File: src/rtl/spi_pe_pkg.sv
package spi_pe_pkg;
  localparam int PORT_W   = 8;
  localparam int ADDR_W   = 2;
  localparam int XFER_LEN = 2 * PORT_W;

  typedef enum logic [1:0] {
    SEL_DATA = 2'd0,
    SEL_DDR  = 2'd1,
    SEL_CMP  = 2'd2,
    SEL_NONE = 2'd3
  } sel_e;

  typedef enum logic [1:0] {
    WM_LOAD  = 2'd0,
    WM_SET   = 2'd1,
    WM_CLR   = 2'd2,
    WM_LOADB = 2'd3
  } wmode_e;

  typedef struct packed {
    logic [ADDR_W-1:0] addr;
    sel_e              sel;
    logic              rd;
    wmode_e            mode;
    logic              spare;
  } cmd_t;
endpackage

File: src/rtl/spi_pe_sync.sv
module spi_pe_sync #(
  parameter int W = 1,
  parameter int STAGES = 2,
  parameter logic [W-1:0] RST_VAL = '0
) (
  input  logic         clk,
  input  logic         rst,
  input  logic [W-1:0] d,
  output logic [W-1:0] q
);
  logic [W-1:0] stg [STAGES];

  genvar s;
  generate
    for (s = 0; s < STAGES; s++) begin : g_stage
      always_ff @(posedge clk) begin
        if (rst) stg[s] <= RST_VAL;
        else if (s == 0) stg[s] <= d;
        else stg[s] <= stg[(s == 0) ? 0 : s-1];
      end
    end
  endgenerate

  assign q = stg[STAGES-1];
endmodule

File: src/rtl/spi_pe_link.sv
module spi_pe_link
  import spi_pe_pkg::*;
(
  input  logic              clk,
  input  logic              rst,
  input  logic              sck_s,
  input  logic              cs_n_s,
  input  logic              mosi_s,
  input  logic [ADDR_W-1:0] strap,
  input  logic              cmp_flag,
  input  logic [PORT_W-1:0] rd_data,
  output sel_e              rd_sel,
  output logic              miso,
  output logic              miso_oe,
  output logic              wr_stb,
  output sel_e              wr_sel,
  output wmode_e            wr_mode,
  output logic [PORT_W-1:0] wr_data
);
  localparam int CNT_W = $clog2(XFER_LEN + 1);

  logic             active, cpol, sck_prev, addr_ok;
  logic [CNT_W-1:0] cnt;
  logic [PORT_W-1:0] in_sh, out_sh, nxt, status;
  cmd_t             cmd;
  logic             lead, trail;

  assign nxt    = {in_sh[PORT_W-2:0], mosi_s};
  assign lead   = (sck_s != sck_prev) && (sck_s != cpol);
  assign trail  = (sck_s != sck_prev) && (sck_s == cpol);
  assign status = {2'b00, cmp_flag, 5'b00000};

  always_ff @(posedge clk) begin
    sck_prev <= sck_s;
    wr_stb   <= 1'b0;
    if (rst) begin
      active  <= 1'b0;
      cpol    <= 1'b0;
      cnt     <= '0;
      in_sh   <= '0;
      out_sh  <= '0;
      addr_ok <= 1'b0;
      cmd     <= '0;
      wr_data <= '0;
    end else if (cs_n_s) begin
      active  <= 1'b0;
      cnt     <= '0;
      addr_ok <= 1'b0;
    end else if (!active) begin
      active <= 1'b1;
      cpol   <= sck_s;
      cnt    <= '0;
      out_sh <= status;
    end else begin
      if (lead && cnt < CNT_W'(XFER_LEN)) begin
        in_sh <= nxt;
        cnt   <= cnt + 1'b1;
        if (cnt == CNT_W'(ADDR_W - 1)) addr_ok <= (nxt[ADDR_W-1:0] == strap);
        if (cnt == CNT_W'(PORT_W - 1)) cmd <= cmd_t'(nxt);
        if (cnt == CNT_W'(XFER_LEN - 1) && addr_ok && !cmd.rd) begin
          wr_stb  <= 1'b1;
          wr_data <= nxt;
        end
      end
      if (trail) begin
        if (cnt == CNT_W'(PORT_W)) out_sh <= rd_data;
        else out_sh <= {out_sh[PORT_W-2:0], 1'b0};
      end
    end
  end

  assign rd_sel  = cmd.sel;
  assign wr_sel  = cmd.sel;
  assign wr_mode = cmd.mode;
  assign miso    = out_sh[PORT_W-1];
  assign miso_oe = addr_ok;

  // drive enable drops after chip select goes away
  assert_oe_drops_R3: assert property (@(posedge clk) disable iff (rst)
    cs_n_s |=> !miso_oe);
  // writes only for a matching address
  assert_wr_match_R3: assert property (@(posedge clk) disable iff (rst)
    wr_stb |-> addr_ok);
  // captured polarity holds for the whole transfer
  assert_cpol_hold_R4: assert property (@(posedge clk) disable iff (rst)
    (active && $past(active)) |-> $stable(cpol));
  // a write only follows the full 16 bits
  assert_full_xfer_R9: assert property (@(posedge clk) disable iff (rst)
    wr_stb |-> (cnt == CNT_W'(XFER_LEN)));
endmodule

File: src/rtl/spi_pe_regs.sv
module spi_pe_regs
  import spi_pe_pkg::*;
(
  input  logic              clk,
  input  logic              rst,
  input  logic [PORT_W-1:0] pin_s,
  input  logic              wr_stb,
  input  sel_e              wr_sel,
  input  wmode_e            wr_mode,
  input  logic [PORT_W-1:0] wr_data,
  input  sel_e              rd_sel,
  output logic [PORT_W-1:0] rd_data,
  output logic              cmp_flag,
  output logic [PORT_W-1:0] pin_out,
  output logic [PORT_W-1:0] pin_oe
);
  logic [PORT_W-1:0] data_q, ddr_q, cmp_q;
  logic              eq_all, eq_in, flag_d;

  function automatic logic [PORT_W-1:0] apply_wr(input logic [PORT_W-1:0] old_v,
                                                 input logic [PORT_W-1:0] new_v,
                                                 input wmode_e m);
    case (m)
      WM_SET:  return old_v | new_v;
      WM_CLR:  return old_v & ~new_v;
      default: return new_v;
    endcase
  endfunction

  always_ff @(posedge clk) begin
    if (rst) begin
      data_q <= '0;
      ddr_q  <= '0;
      cmp_q  <= '0;
    end else if (wr_stb) begin
      case (wr_sel)
        SEL_DATA: data_q <= apply_wr(data_q, wr_data, wr_mode);
        SEL_DDR:  ddr_q  <= apply_wr(ddr_q,  wr_data, wr_mode);
        SEL_CMP:  cmp_q  <= apply_wr(cmp_q,  wr_data, wr_mode);
        default: ;
      endcase
    end
  end

  assign eq_all = (pin_s == data_q);
  assign eq_in  = (((pin_s ^ data_q) & ~ddr_q) == '0);

  always_comb begin
    case (cmp_q[1:0])
      2'd0:    flag_d = eq_all;
      2'd1:    flag_d = !eq_all;
      2'd2:    flag_d = eq_in;
      default: flag_d = !eq_in;
    endcase
  end

  always_ff @(posedge clk) begin
    if (rst) cmp_flag <= 1'b0;
    else cmp_flag <= flag_d;
  end

  always_comb begin
    case (rd_sel)
      SEL_DATA: rd_data = (ddr_q & data_q) | (~ddr_q & pin_s);
      SEL_DDR:  rd_data = ddr_q;
      SEL_CMP:  rd_data = cmp_q;
      default:  rd_data = '0;
    endcase
  end

  assign pin_out = data_q;
  assign pin_oe  = ddr_q;

  // port comes out of reset as all inputs driving zero
  assert_reset_in_R1: assert property (@(posedge clk) disable iff (rst)
    $past(rst) |-> (pin_oe == '0 && pin_out == '0));
  // registers hold without a write strobe
  assert_hold_R9: assert property (@(posedge clk) disable iff (rst)
    !wr_stb |=> ($stable(data_q) && $stable(ddr_q) && $stable(cmp_q)));
  // bit-set leaves every written 1 set
  assert_set_R5: assert property (@(posedge clk) disable iff (rst)
    (wr_stb && wr_sel == SEL_DATA && wr_mode == WM_SET) |=>
      ((data_q & $past(wr_data)) == $past(wr_data)));
  // bit-clear leaves every written 1 cleared
  assert_clr_R5: assert property (@(posedge clk) disable iff (rst)
    (wr_stb && wr_sel == SEL_DATA && wr_mode == WM_CLR) |=>
      ((data_q & $past(wr_data)) == '0));
endmodule

File: src/rtl/spi_port_expander.sv
module spi_port_expander
  import spi_pe_pkg::*;
#(
  parameter int SYNC_STAGES = 2
) (
  input  logic              clk,
  input  logic              rst,
  input  logic              sck,
  input  logic              cs_n,
  input  logic              mosi,
  output logic              miso,
  output logic              miso_oe,
  input  logic [ADDR_W-1:0] strap,
  input  logic [PORT_W-1:0] pin_in,
  output logic [PORT_W-1:0] pin_out,
  output logic [PORT_W-1:0] pin_oe
);
  logic [2:0]        link_s;
  logic [PORT_W-1:0] pin_s, rd_data, wr_data;
  logic              cmp_flag, wr_stb;
  sel_e              rd_sel, wr_sel;
  wmode_e            wr_mode;

  spi_pe_sync #(.W(3), .STAGES(SYNC_STAGES), .RST_VAL(3'b010)) u_link_sync (
    .clk(clk), .rst(rst), .d({mosi, cs_n, sck}), .q(link_s));

  spi_pe_sync #(.W(PORT_W), .STAGES(SYNC_STAGES), .RST_VAL('0)) u_pin_sync (
    .clk(clk), .rst(rst), .d(pin_in), .q(pin_s));

  spi_pe_link u_link (
    .clk(clk), .rst(rst), .sck_s(link_s[0]), .cs_n_s(link_s[1]), .mosi_s(link_s[2]),
    .strap(strap), .cmp_flag(cmp_flag), .rd_data(rd_data), .rd_sel(rd_sel),
    .miso(miso), .miso_oe(miso_oe), .wr_stb(wr_stb), .wr_sel(wr_sel),
    .wr_mode(wr_mode), .wr_data(wr_data));

  spi_pe_regs u_regs (
    .clk(clk), .rst(rst), .pin_s(pin_s), .wr_stb(wr_stb), .wr_sel(wr_sel),
    .wr_mode(wr_mode), .wr_data(wr_data), .rd_sel(rd_sel), .rd_data(rd_data),
    .cmp_flag(cmp_flag), .pin_out(pin_out), .pin_oe(pin_oe));
endmodule

File: config.mk
export PLATFORM = sky130hd
export DESIGN_NAME = spi_port_expander
export DESIGN_NICKNAME = d
export VERILOG_FILES = /design/src/rtl/spi_pe_pkg.sv /design/src/rtl/spi_pe_sync.sv /design/src/rtl/spi_pe_link.sv /design/src/rtl/spi_pe_regs.sv /design/src/rtl/spi_port_expander.sv
export SDC_FILE = /design/constraint.sdc
export NUM_CORES = 1
export LEC_CHECK = 0
export BUFFER_PORTS_ARGS = -buffer_cell sky130_fd_sc_hd__buf_2
export CAP_MARGIN = 40
export CORE_MARGIN = 5
export CORE_UTILIZATION = 55
export CTS_CLUSTER_SIZE = 16
export DETAILED_ROUTE_END_ITERATION = 16
export PLACE_DENSITY = 0.75
export SKIP_LAST_GASP = 1
export SYNTH_ARGS = -nofsm -noshare
export SYNTH_HDL_FRONTEND = slang
export SYNTH_SLANG_ARGS = --single-unit
File: constraint.sdc
create_clock -name clk -period 3.4 [get_ports clk]
set_clock_uncertainty 0.1 [all_clocks]
set_input_delay 0.85 -clock clk [delete_from_list [all_inputs] [get_ports clk]]
set_output_delay 0.85 -clock clk [all_outputs]
set_load 0.1 [all_outputs]
==> results of run 1 <==
==> final cells by class <==
cell class              count  area, sq um
fillers                   551         2332
flip-flops and latches     85         1702
multi-input cells         255         1699
repair buffers             35        195.2
clock buffers              11        141.4
clock inverters             4        120.1
well taps                  77        96.34
inverters                  17        63.81
==> per-stage QoR <==
step / total power (uW) / util / hold WS [ns] / worst slack (ns) / area [sq um]
after floorplan: 1078 / - / 0.2741 / 1.301 / 3585
after global placement: 1096 / 0.5915 / 0.2823 / 1.261 / 3756
after detailed placement: 1097 / 0.5915 / 0.2925 / 1.141 / 3756
after CTS: 2006 / 0.6327 / 0.3101 / 1.131 / 4018
after global routing: 2060 / 0.6327 / 0.3291 / 0.9449 / 4018
final: 1989 / 0.6327 / 0.3113 / 1.141 / 4018
==> kinds of logic (layout without fill, tap and decap cells) <==
family                   Yosys count  count (layout)  share of synthesized area
AND/OR/NAND/NOR                   96              96                     0.1386
AO/OA/AOI/OAI                    117             117                     0.2182
adder cells (fa/ha/maj)            6               6                    0.02094
multiplexers                      23              23                    0.06457
flip-flops                        85              85                     0.4747
XOR/XNOR                          13              13                    0.03176
buffers and inverters             43              67                    0.05131
==> worst register-to-register path: cells and delay by family, from the launching register on <==
kind               cells  cell delay (ns)
AOI/OAI and AO/OA      1             0.47
muxes                  1             0.25
DFF                    1             0.40
and+or+nand+nor        3             0.90
==> cell usage in the layout, fill, tap and decap left out, drive strengths merged <==
cell type   n
a21oi      37
o21bai      1
nand4b      1
a211oi     32
and4b       2
or2         2
xnor2       9
nand3       1
xor2        4
o211ai     22
nand2b      1
a221oi      1
nand2      10
dfxtp      85
nor3b       3
and4bb      1
a21o        9
mux2i      22
nor3        4
bufinv      4
a22oi       8
clkbuf     11
and3        2
mux2        1
o2111a      1
o21ai       2
nor2       42
nand4       3
ha          6
o22ai       3
and3b       1
o21a        1
buf        35
nor2b      23
inv        17
==> power breakdown <==
part / internal [uW] / leakage (uW) / switching [uW]
clock network: 579 / 0.000130 / 336
logic: 25.9 / 0.000606 / 30.6
registers: 1010 / 0.000690 / 8.62
==> per-layer routing <==
metal | part of all wire | GRT usage
met5 | 0 | 0
met4 | 0.018 | 0.08065
met3 | 0.054 | 0.03500
met2 | 0.46 | 0.3136
met1 | 0.47 | 0.2694
==> final timing paths <==
check	startpoint	end	slack [ns]	cells past startpoint
worst min-delay path	u_link_sync.stg[1][0]	u_link.sck_prev	0.31	0
worst max-delay path	u_link_sync.stg[1][0]	u_link.wr_data[3]	1.14	5
worst min register to register	u_link_sync.stg[1][0]	u_link.sck_prev	0.31	0
worst max register to register	u_link_sync.stg[1][0]	u_link.wr_data[3]	1.14	5
==> synthesized netlist by cell type (all sizes together) <==
library cell	number	area (sq um)
dfxtp	85	1702
nor2	42	157.7
a21oi	37	185.2
a211oi	32	240.2
nor2b	23	143.9
mux2i	22	220.2
o211ai	22	165.2
clkbuf	17	63.81
inv	17	63.81
nand2	10	37.54
a21o	9	67.56
buf	9	56.30
xnor2	9	78.83
a22oi	8	60.06
ha	6	75.07
nor3	4	20.02
xor2	4	35.03
nand4	3	18.77
nor3b	3	32.53
o22ai	3	18.77
and3	2	12.51
and4b	2	20.02
o21ai	2	10.01
or2	2	12.51
a221oi	1	8.760
and3b	1	8.760
and4bb	1	12.51
mux2	1	11.26
nand2b	1	6.260
nand3	1	5.000
nand4b	1	8.760
o2111a	1	11.26
o21a	1	7.510
o21bai	1	7.510
==> sequential cells by signal, indices dropped and copies added (netlist names), 2 cells and up <==
signal	flops
u_regs.cmp_q	8
u_link.rd_sel	2
u_link.cnt	5
u_regs.pin_oe	8
u_pin_sync.stg	16
u_link.in_sh	7
u_regs.pin_out	8
u_link.wr_data	8
u_link_sync.stg	6
u_link.wr_mode	2
u_link.out_sh	8
==> flow_metrics.env, run 1 <==
export IMPL_die_h_microns=90.73
export IMPL_vias_per_cell=5.874
export IMPL_cp_arrival_ns=2.37
export IMPL_die_area_sq_mm=0.008232
export IMPL_io_buffers=32
export IMPL_diodes=0
export IMPL_path_max_fanout=9
export IMPL_drive_gt1_frac=0.1302
export IMPL_globalplace_congestion=0.8583
export IMPL_cts_tree="built"
export IMPL_seq_area_frac_synth=0.4747
export IMPL_final_setup_tns_ns=0
export IMPL_layout_cells_non_filler=484
export IMPL_clkSinkCount=85
export IMPL_status="finished clean"
export IMPL_grt_max_degree=42
export IMPL_fmax_mhz=442.7
export IMPL_rsz0062_at_grt="false"
export IMPL_crit_type="register to register"
export IMPL_syn_inst=383
export IMPL_fin_nets=424
export IMPL_place_inst=469
export IMPL_cts_root_buf="clkbuf_8"
export IMPL_dr_pass1_iters=4
export IMPL_critPathBufInv=0
export IMPL_drc=0
export IMPL_ant_nets=0
export IMPL_crit_family="simple AND/OR/NAND/NOR gates"
export IMPL_rows=29
export IMPL_vdd_drop_max_v=0.0003066
export IMPL_critPathSlowestCell="and4b_1"
export IMPL_clk_pin_slew_ns=0.08
export IMPL_start_util=0.5645
export IMPL_endpoint_kind="register"
export IMPL_antenna_found_initial=0
export IMPL_slew_headroom=0.4882
export IMPL_clkLatencyLatePin_ns=0.35
export IMPL_worstMarginPinSlew_ns=0.7667
export IMPL_grt_usage=0.1994
export IMPL_fin_crit_sh=0.6644
export IMPL_grt_pass1_vias=2673
export IMPL_holdBufCountCts=0
export IMPL_drt_iter0_drc=167
export IMPL_hold_viol=0
export IMPL_synthesis_nets=404
export IMPL_syn_avg_cell_area_sq_um=9.359
export IMPL_post_cts_resized=0
export IMPL_area_growth_pct=12.08
export IMPL_grt_first_pass_wirelength_microns=13340
export IMPL_die_w_microns=90.73
export IMPL_p_per_area_mw_per_mm2=495.2
export IMPL_power_leakage_uw=0.001425
export IMPL_crit_path_max_incr_delay_ns=0.58
export IMPL_maxCapViolations=0
export IMPL_pin_count=33
export IMPL_num_vias=2843
export IMPL_synth_ff_latch_count=85
export IMPL_fin_crit_ns=2.259
export IMPL_crit_required_ns=3.51
export IMPL_cts_buffers=9
export IMPL_grt_overflow_total=0
export IMPL_hpwlAfterDp_microns=5403
export IMPL_core_sq_mm=0.006350
export IMPL_routed_wl_microns=7894
export IMPL_clockBufferDepth=2
export IMPL_syn_area_sq_mm=0.003585
export IMPL_slew_violations=0
export IMPL_yosys_warnings=0
export IMPL_h_tree_depth=3
export IMPL_hold_path_class="register to register"
export IMPL_start_kind="register"
export IMPL_wl_per_cell_microns=16.31
export IMPL_setup_viol=0
export IMPL_post_cts_buffers=0
export IMPL_ys_types=39
export IMPL_path_cells="nor3b_2 > o2111a_1 > and4b_1 > mux2i_1 > nor2_1"
No activity file was read; power rests on OpenSTA's default activity.
==> inputs of run 2 (changes only) <==
- ABC_AREA: default -> 1
- PLACE_DENSITY: 0.75 -> 0.74
- clock period: 3.4 -> 2.2 ns (I/O delays scaled with it)
==> flow_metrics.env, run 2 <==
export IMPL_crit_path_max_incr_delay_ns=0.47
export IMPL_hpwlAfterDp_microns=6692
export IMPL_globalplace_congestion=0.8574
export IMPL_async_flop_share=0
export IMPL_critPathBufInv=1
export IMPL_met2_length_microns=4223
export IMPL_synth_area_leaders="dfxtp_1 43%, nand2_1 11%, nor2_1 8.7%"
export IMPL_antenna_found_initial=0
export IMPL_hold_viol=0
export IMPL_postLayoutCellArea_sq_mm=0.004463
export IMPL_die_w_microns=94.45
export IMPL_seq_area_frac_synth=0.4338
export IMPL_grt_pass1_vias=3287
export IMPL_h_tree_depth=3
export IMPL_synth_edf_count=0
export IMPL_clockBufferDepth=2
export IMPL_vdd_drop_max_v=0.0004039
export IMPL_power_leakage_uw=0.001994
export IMPL_p_int_uw=2311
export IMPL_synth_ff_latch_count=85
export IMPL_cts_tree="built"
export IMPL_drive_gt1_frac=0.1162
export IMPL_largest_reg_flops=16
export IMPL_ys_types=27
export IMPL_p_sw_frac=0.2211
export IMPL_crit_required_ns=1.55
export IMPL_combPwrFrac=0.038
export IMPL_ant_nets=0
export IMPL_yosysTopAreaCellShare=0.4338
export IMPL_maxUsedRoutingLayer="met4"
export IMPL_endpoint_kind="output port"
export IMPL_met1_length_microns=4281
export IMPL_status="finished clean"
export IMPL_grt_first_pass_wirelength_microns=15560
export IMPL_path_max_fanout=6
export IMPL_place_area_sq_mm=0.004230
export IMPL_power_frac_clock=0.431
export IMPL_yosys_warnings=0
export IMPL_power_frac_seq=0.531
export IMPL_start_util=0.5710
export IMPL_grt_usage=0.2218
export IMPL_grt_max_degree=44
export IMPL_routed_wl_microns=9297
export IMPL_drt_iter0_drc=253
export IMPL_synthesis_nets=570
export IMPL_layout_cells_non_filler=690
export IMPL_final_common_cell="nand2_1"
export IMPL_setup_viol=0
export IMPL_syn_avg_cell_area_sq_um=7.145
export IMPL_cts_buffers=9
export IMPL_diodes=0
export IMPL_synth_area_leader_cell="dfxtp_1"
export IMPL_final_cell_mix="113 x nand2_1, 91 x nor2_1, 85 x dfxtp_1"
export IMPL_fin_crit_ns=1.909
export IMPL_die_area_sq_mm=0.008921
export IMPL_rows=30
export IMPL_wl_met3_microns=656
export IMPL_rsz0062_at_grt="false"
export IMPL_grt_overflow_total=0
export IMPL_pin_count=33
export IMPL_cp_arrival_ns=1.26
export IMPL_switchingPower_uw=656.1
export IMPL_worstMarginPinSlew_ns=0.4979
export IMPL_dr_pass1_iters=5
export IMPL_area_growth_pct=13.78
export IMPL_core_sq_mm=0.006869
export IMPL_num_vias=3682
export IMPL_cts_root_buf="clkbuf_8"
export IMPL_synthFlopType="dfxtp_1"
export IMPL_final_setup_tns_ns=0
export IMPL_clk_pin_slew_ns=0.09
export IMPL_synth_most_common_cell="nand2_1"
export IMPL_netlist_top_cells_count="113 x nand2_1, 91 x nor2_1, 85 x dfxtp_1"
export IMPL_slew_violations=0
export IMPL_path_cells="buf_2"
export IMPL_clkSinkCount=85
export IMPL_io_buffers=32
export IMPL_post_cts_buffers=0
export IMPL_place_inst=674
export IMPL_maxCapViolations=0
export IMPL_fmax_mhz=523.9
export IMPL_syn_area_sq_mm=0.003923
export IMPL_postLayoutCoreUtil=0.6497
export IMPL_slew_headroom=0.6704
export IMPL_holdBufCountCts=0
export IMPL_crit_family="buffers and inverters"
export IMPL_wl_per_cell_microns=13.47
export IMPL_syn_inst=549
export IMPL_critPathSlowestCell="buf_2"
export IMPL_start_kind="register"
export IMPL_vias_per_cell=5.336
export IMPL_clkLatencyLatePin_ns=0.35
export IMPL_fin_crit_sh=0.8677
export IMPL_drc=0
export IMPL_p_per_area_mw_per_mm2=664.8
export IMPL_post_cts_resized=0
export IMPL_crit_type="register to output port"
export IMPL_die_h_microns=94.45
export IMPL_hold_path_class="input port to register"
export IMPL_top_register="u_pin_sync.stg"
export IMPL_fin_nets=610
==> run 2: logic make-up after synthesis <==
family | share of synthesized area
buf+inv | 0.09282
xor+xnor | 0.008933
fa+ha+maj | 0.01914
flops | 0.4338
compound gates | 0.1799
simple gates | 0.2654
==> run 2: worst paths after layout <==
kind                                            start               endpoint  slack [ns]  cells past startpoint
worst max register to register  u_link_sync.stg[1][0]        u_link.in_sh[0]        0.39                      7
worst min register to register   u_pin_sync.stg[0][6]   u_pin_sync.stg[1][6]        0.31                      2
worst min-delay path                             cs_n  u_link_sync.stg[0][1]        0.27                      2
worst max-delay path                 u_regs.pin_oe[6]              pin_oe[6]        0.29                      1
==> run 2: per-layer routing <==
layer	vias to the layer above	track usage
li1	1882	-
met5	-	0
met1	1663	0.3039
met4	0	0.06611
met2	121	0.3505
met3	16	0.04861
==> run 2: layout make-up <==
cell class	count	area, sq um
repair buffers	44	262.8
flip-flops and latches	85	1702
well taps	96	120.1
clock inverters	5	81.33
multi-input cells	372	1857
fillers	636	2406
clock buffers	11	151.4
inverters	77	289.0
==> run 2: power by group through the flow <==
stage | sequential (uW) | clock [uW] | combinational, uW
after floorplan | 1610 | 0 | 80.4
after global placement | 1610 | 0 | 112
after detailed placement | 1610 | 0 | 114
after CTS | 1580 | 1290 | 115
after global routing | 1580 | 1360 | 130
final | 1580 | 1280 | 114
==> run 2: metrics by stage <==
| stage | power (uW) | hold slack (ns) | worst slack, ns |
|---|---|---|---|
| after floorplan | 1688 | 0.2851 | 0.1089 |
| after global placement | 1723 | 0.2905 | 0.4948 |
| after detailed placement | 1726 | 0.2950 | 0.4151 |
| after CTS | 2979 | 0.2664 | 0.2832 |
| after global routing | 3070 | 0.2594 | 0.2016 |
| final | 2967 | 0.2719 | 0.2911 |
==> inputs of run 3 (changes only) <==
- ABC_AREA: 1 -> default
- CTS_CLUSTER_SIZE: 16 -> default
- PLACE_DENSITY: 0.74 -> 0.75
==> flow_metrics.env, run 3 (same netlist as run 1, synthesis figures left out) <==
export IMPL_r2r_end="u_link.wr_data[0]"
export IMPL_met2_length_microns=3629
export IMPL_cts_buffers=9
export IMPL_power_frac_seq=0.583
export IMPL_maxUsedRoutingLayer="met4"
export IMPL_cp_arrival_ns=2.14
export IMPL_diodes=0
export IMPL_grt_usage=0.1914
export IMPL_ant_nets=0
export IMPL_crit_path_max_incr_delay_ns=0.52
export IMPL_layout_cells_non_filler=488
export IMPL_drc=0
export IMPL_core_sq_mm=0.006350
export IMPL_crit_type="register to register"
export IMPL_die_area_sq_mm=0.008232
export IMPL_final_common_cell="dfxtp_1"
export IMPL_path_common_cell="ha_1"
export IMPL_place_area_sq_mm=0.003794
export IMPL_endpoint="u_link.wr_data[0]"
export IMPL_p_per_area_mw_per_mm2=678.8
export IMPL_p_total_uw=2697
export IMPL_final_cell_mix="85 x dfxtp_1, 42 x nor2_1, 37 x a21oi_1"
export IMPL_slew_headroom=0.5755
export IMPL_endpoint_kind="register"
export IMPL_p_sw_frac=0.2163
export IMPL_place_inst=474
export IMPL_fin_crit_ns=1.992
export IMPL_holdBufCountCts=0
export IMPL_area_growth_pct=10.82
export IMPL_die_h_microns=90.73
export IMPL_power_leakage_uw=0.001409
export IMPL_drive_gt1_frac=0.1387
export IMPL_die_w_microns=90.73
export IMPL_grt_first_pass_wirelength_microns=12830
export IMPL_slew_violations=0
export IMPL_postLayoutCellArea_sq_mm=0.003973
export IMPL_crit_required_ns=2.34
export IMPL_reg2reg_slack_ns=0.21
export IMPL_met1_length_microns=3592
export IMPL_pin_count=33
export IMPL_post_cts_resized=0
export IMPL_dr_pass1_iters=5
export IMPL_rows=29
export IMPL_hold_path_class="input port to register"
export IMPL_hpwlAfterDp_microns=5504
export IMPL_path_cells="ha_1 > and3_1 > ha_1 > and4b_1 > mux2i_1 > nor2_1"
export IMPL_largest_reg_flops=16
export IMPL_maxCapViolations=0
export IMPL_drt_iter0_drc=248
export IMPL_worstMarginPinSlew_ns=0.6319
export IMPL_wl_met3_microns=381
export IMPL_grt_pass1_vias=2584
export IMPL_routed_wl_microns=7683
export IMPL_reg2regPathDepth=6
export IMPL_io_buffers=32
export IMPL_critPathSlowestCell="and4b_1"
export IMPL_wl_per_cell_microns=15.74
export IMPL_fin_crit_sh=0.9053
export IMPL_path_max_fanout=9
export IMPL_clk_pin_slew_ns=0.08
export IMPL_power_frac_clock=0.384
export IMPL_final_setup_tns_ns=0
export IMPL_vias_per_cell=5.781
export IMPL_antenna_found_initial=0
export IMPL_fin_nets=429
export IMPL_crit_start="u_link.cnt[0]"
export IMPL_grt_overflow_total=0
export IMPL_clockBufferDepth=2
export IMPL_cts_root_buf="clkbuf_8"
export IMPL_globalplace_congestion=0.8756
export IMPL_holdWs_ns=0.2767
export IMPL_start_kind="register"
export IMPL_hold_viol=0
export IMPL_switchingPower_uw=583.4
export IMPL_setup_viol=0
export IMPL_clkLatencyLatePin_ns=0.36
export IMPL_vdd_drop_max_v=0.0006397
export IMPL_status="finished clean"
export IMPL_fmax_mhz=502.1
export IMPL_cts_tree="built"
export IMPL_p_int_uw=2113
export IMPL_combPwrFrac=0.033
export IMPL_h_tree_depth=3
export IMPL_start_util=0.5645
export IMPL_grt_max_degree=46
export IMPL_post_cts_buffers=0
export IMPL_top_register="u_pin_sync.stg"
export IMPL_clkSinkCount=85
export IMPL_rsz0062_at_grt="false"
export IMPL_r2r_start="u_link.cnt[0]"
export IMPL_num_vias=2821
run 3: worst min path at each step:
| stage | from | endpoint | slack, ns | cells after the start |
|---|---|---|---|---|
| floorplan | u_link_sync.stg[1][0] | u_link.sck_prev | 0.27 | 0 |
| global placement | u_link_sync.stg[1][0] | u_link.sck_prev | 0.28 | 0 |
| detailed placement | u_link_sync.stg[0][1] | u_link_sync.stg[1][1] | 0.30 | 1 |
| CTS | cs_n | u_link_sync.stg[0][1] | 0.27 | 2 |
| global route | cs_n | u_link_sync.stg[0][1] | 0.27 | 2 |
| finish | cs_n | u_link_sync.stg[0][1] | 0.28 | 2 |
run 3: routing by layer:
layer  global-route usage  vias to the layer above
met5                    0                        -
met4              0.04591                        0
met3              0.05583                        8
met2               0.2984                       74
met1               0.2605                     1331
li1                     -                     1408
run 3: cell type report:
cell class              instances  area [sq um]
fillers                       533          2377
inverters                      17         63.81
clock buffers                  10         127.6
repair buffers                 40         232.7
well taps                      77         96.34
multi-input cells             255          1699
flip-flops and latches         85          1702
clock inverters                 4         51.30
run 3: critical path: cells and delay by family (launching register included):
family / cells / cell delay [ns]
muxes: 1 / 0.27
adders and majority gates: 2 / 0.35
DFF: 1 / 0.42
and+or+nand+nor: 3 / 0.75
run 3: power groups by stage:
stage               clock [uW]  combinational (uW)  sequential, uW
finish                    1030                89.4            1570
global route              1120                 101            1570
CTS                       1060                89.7            1570
detailed placement           0                88.8            1610
global placement             0                87.9            1610
floorplan                    0                62.4            1600
run 3: through the flow:
stage	utilization	setup WS [ns]
detailed placement	0.5974	0.2189
global route	0.6256	0.08729
global placement	0.5963	0.3153
floorplan	-	0.1009
finish	0.6256	0.2082
CTS	0.6256	0.2146
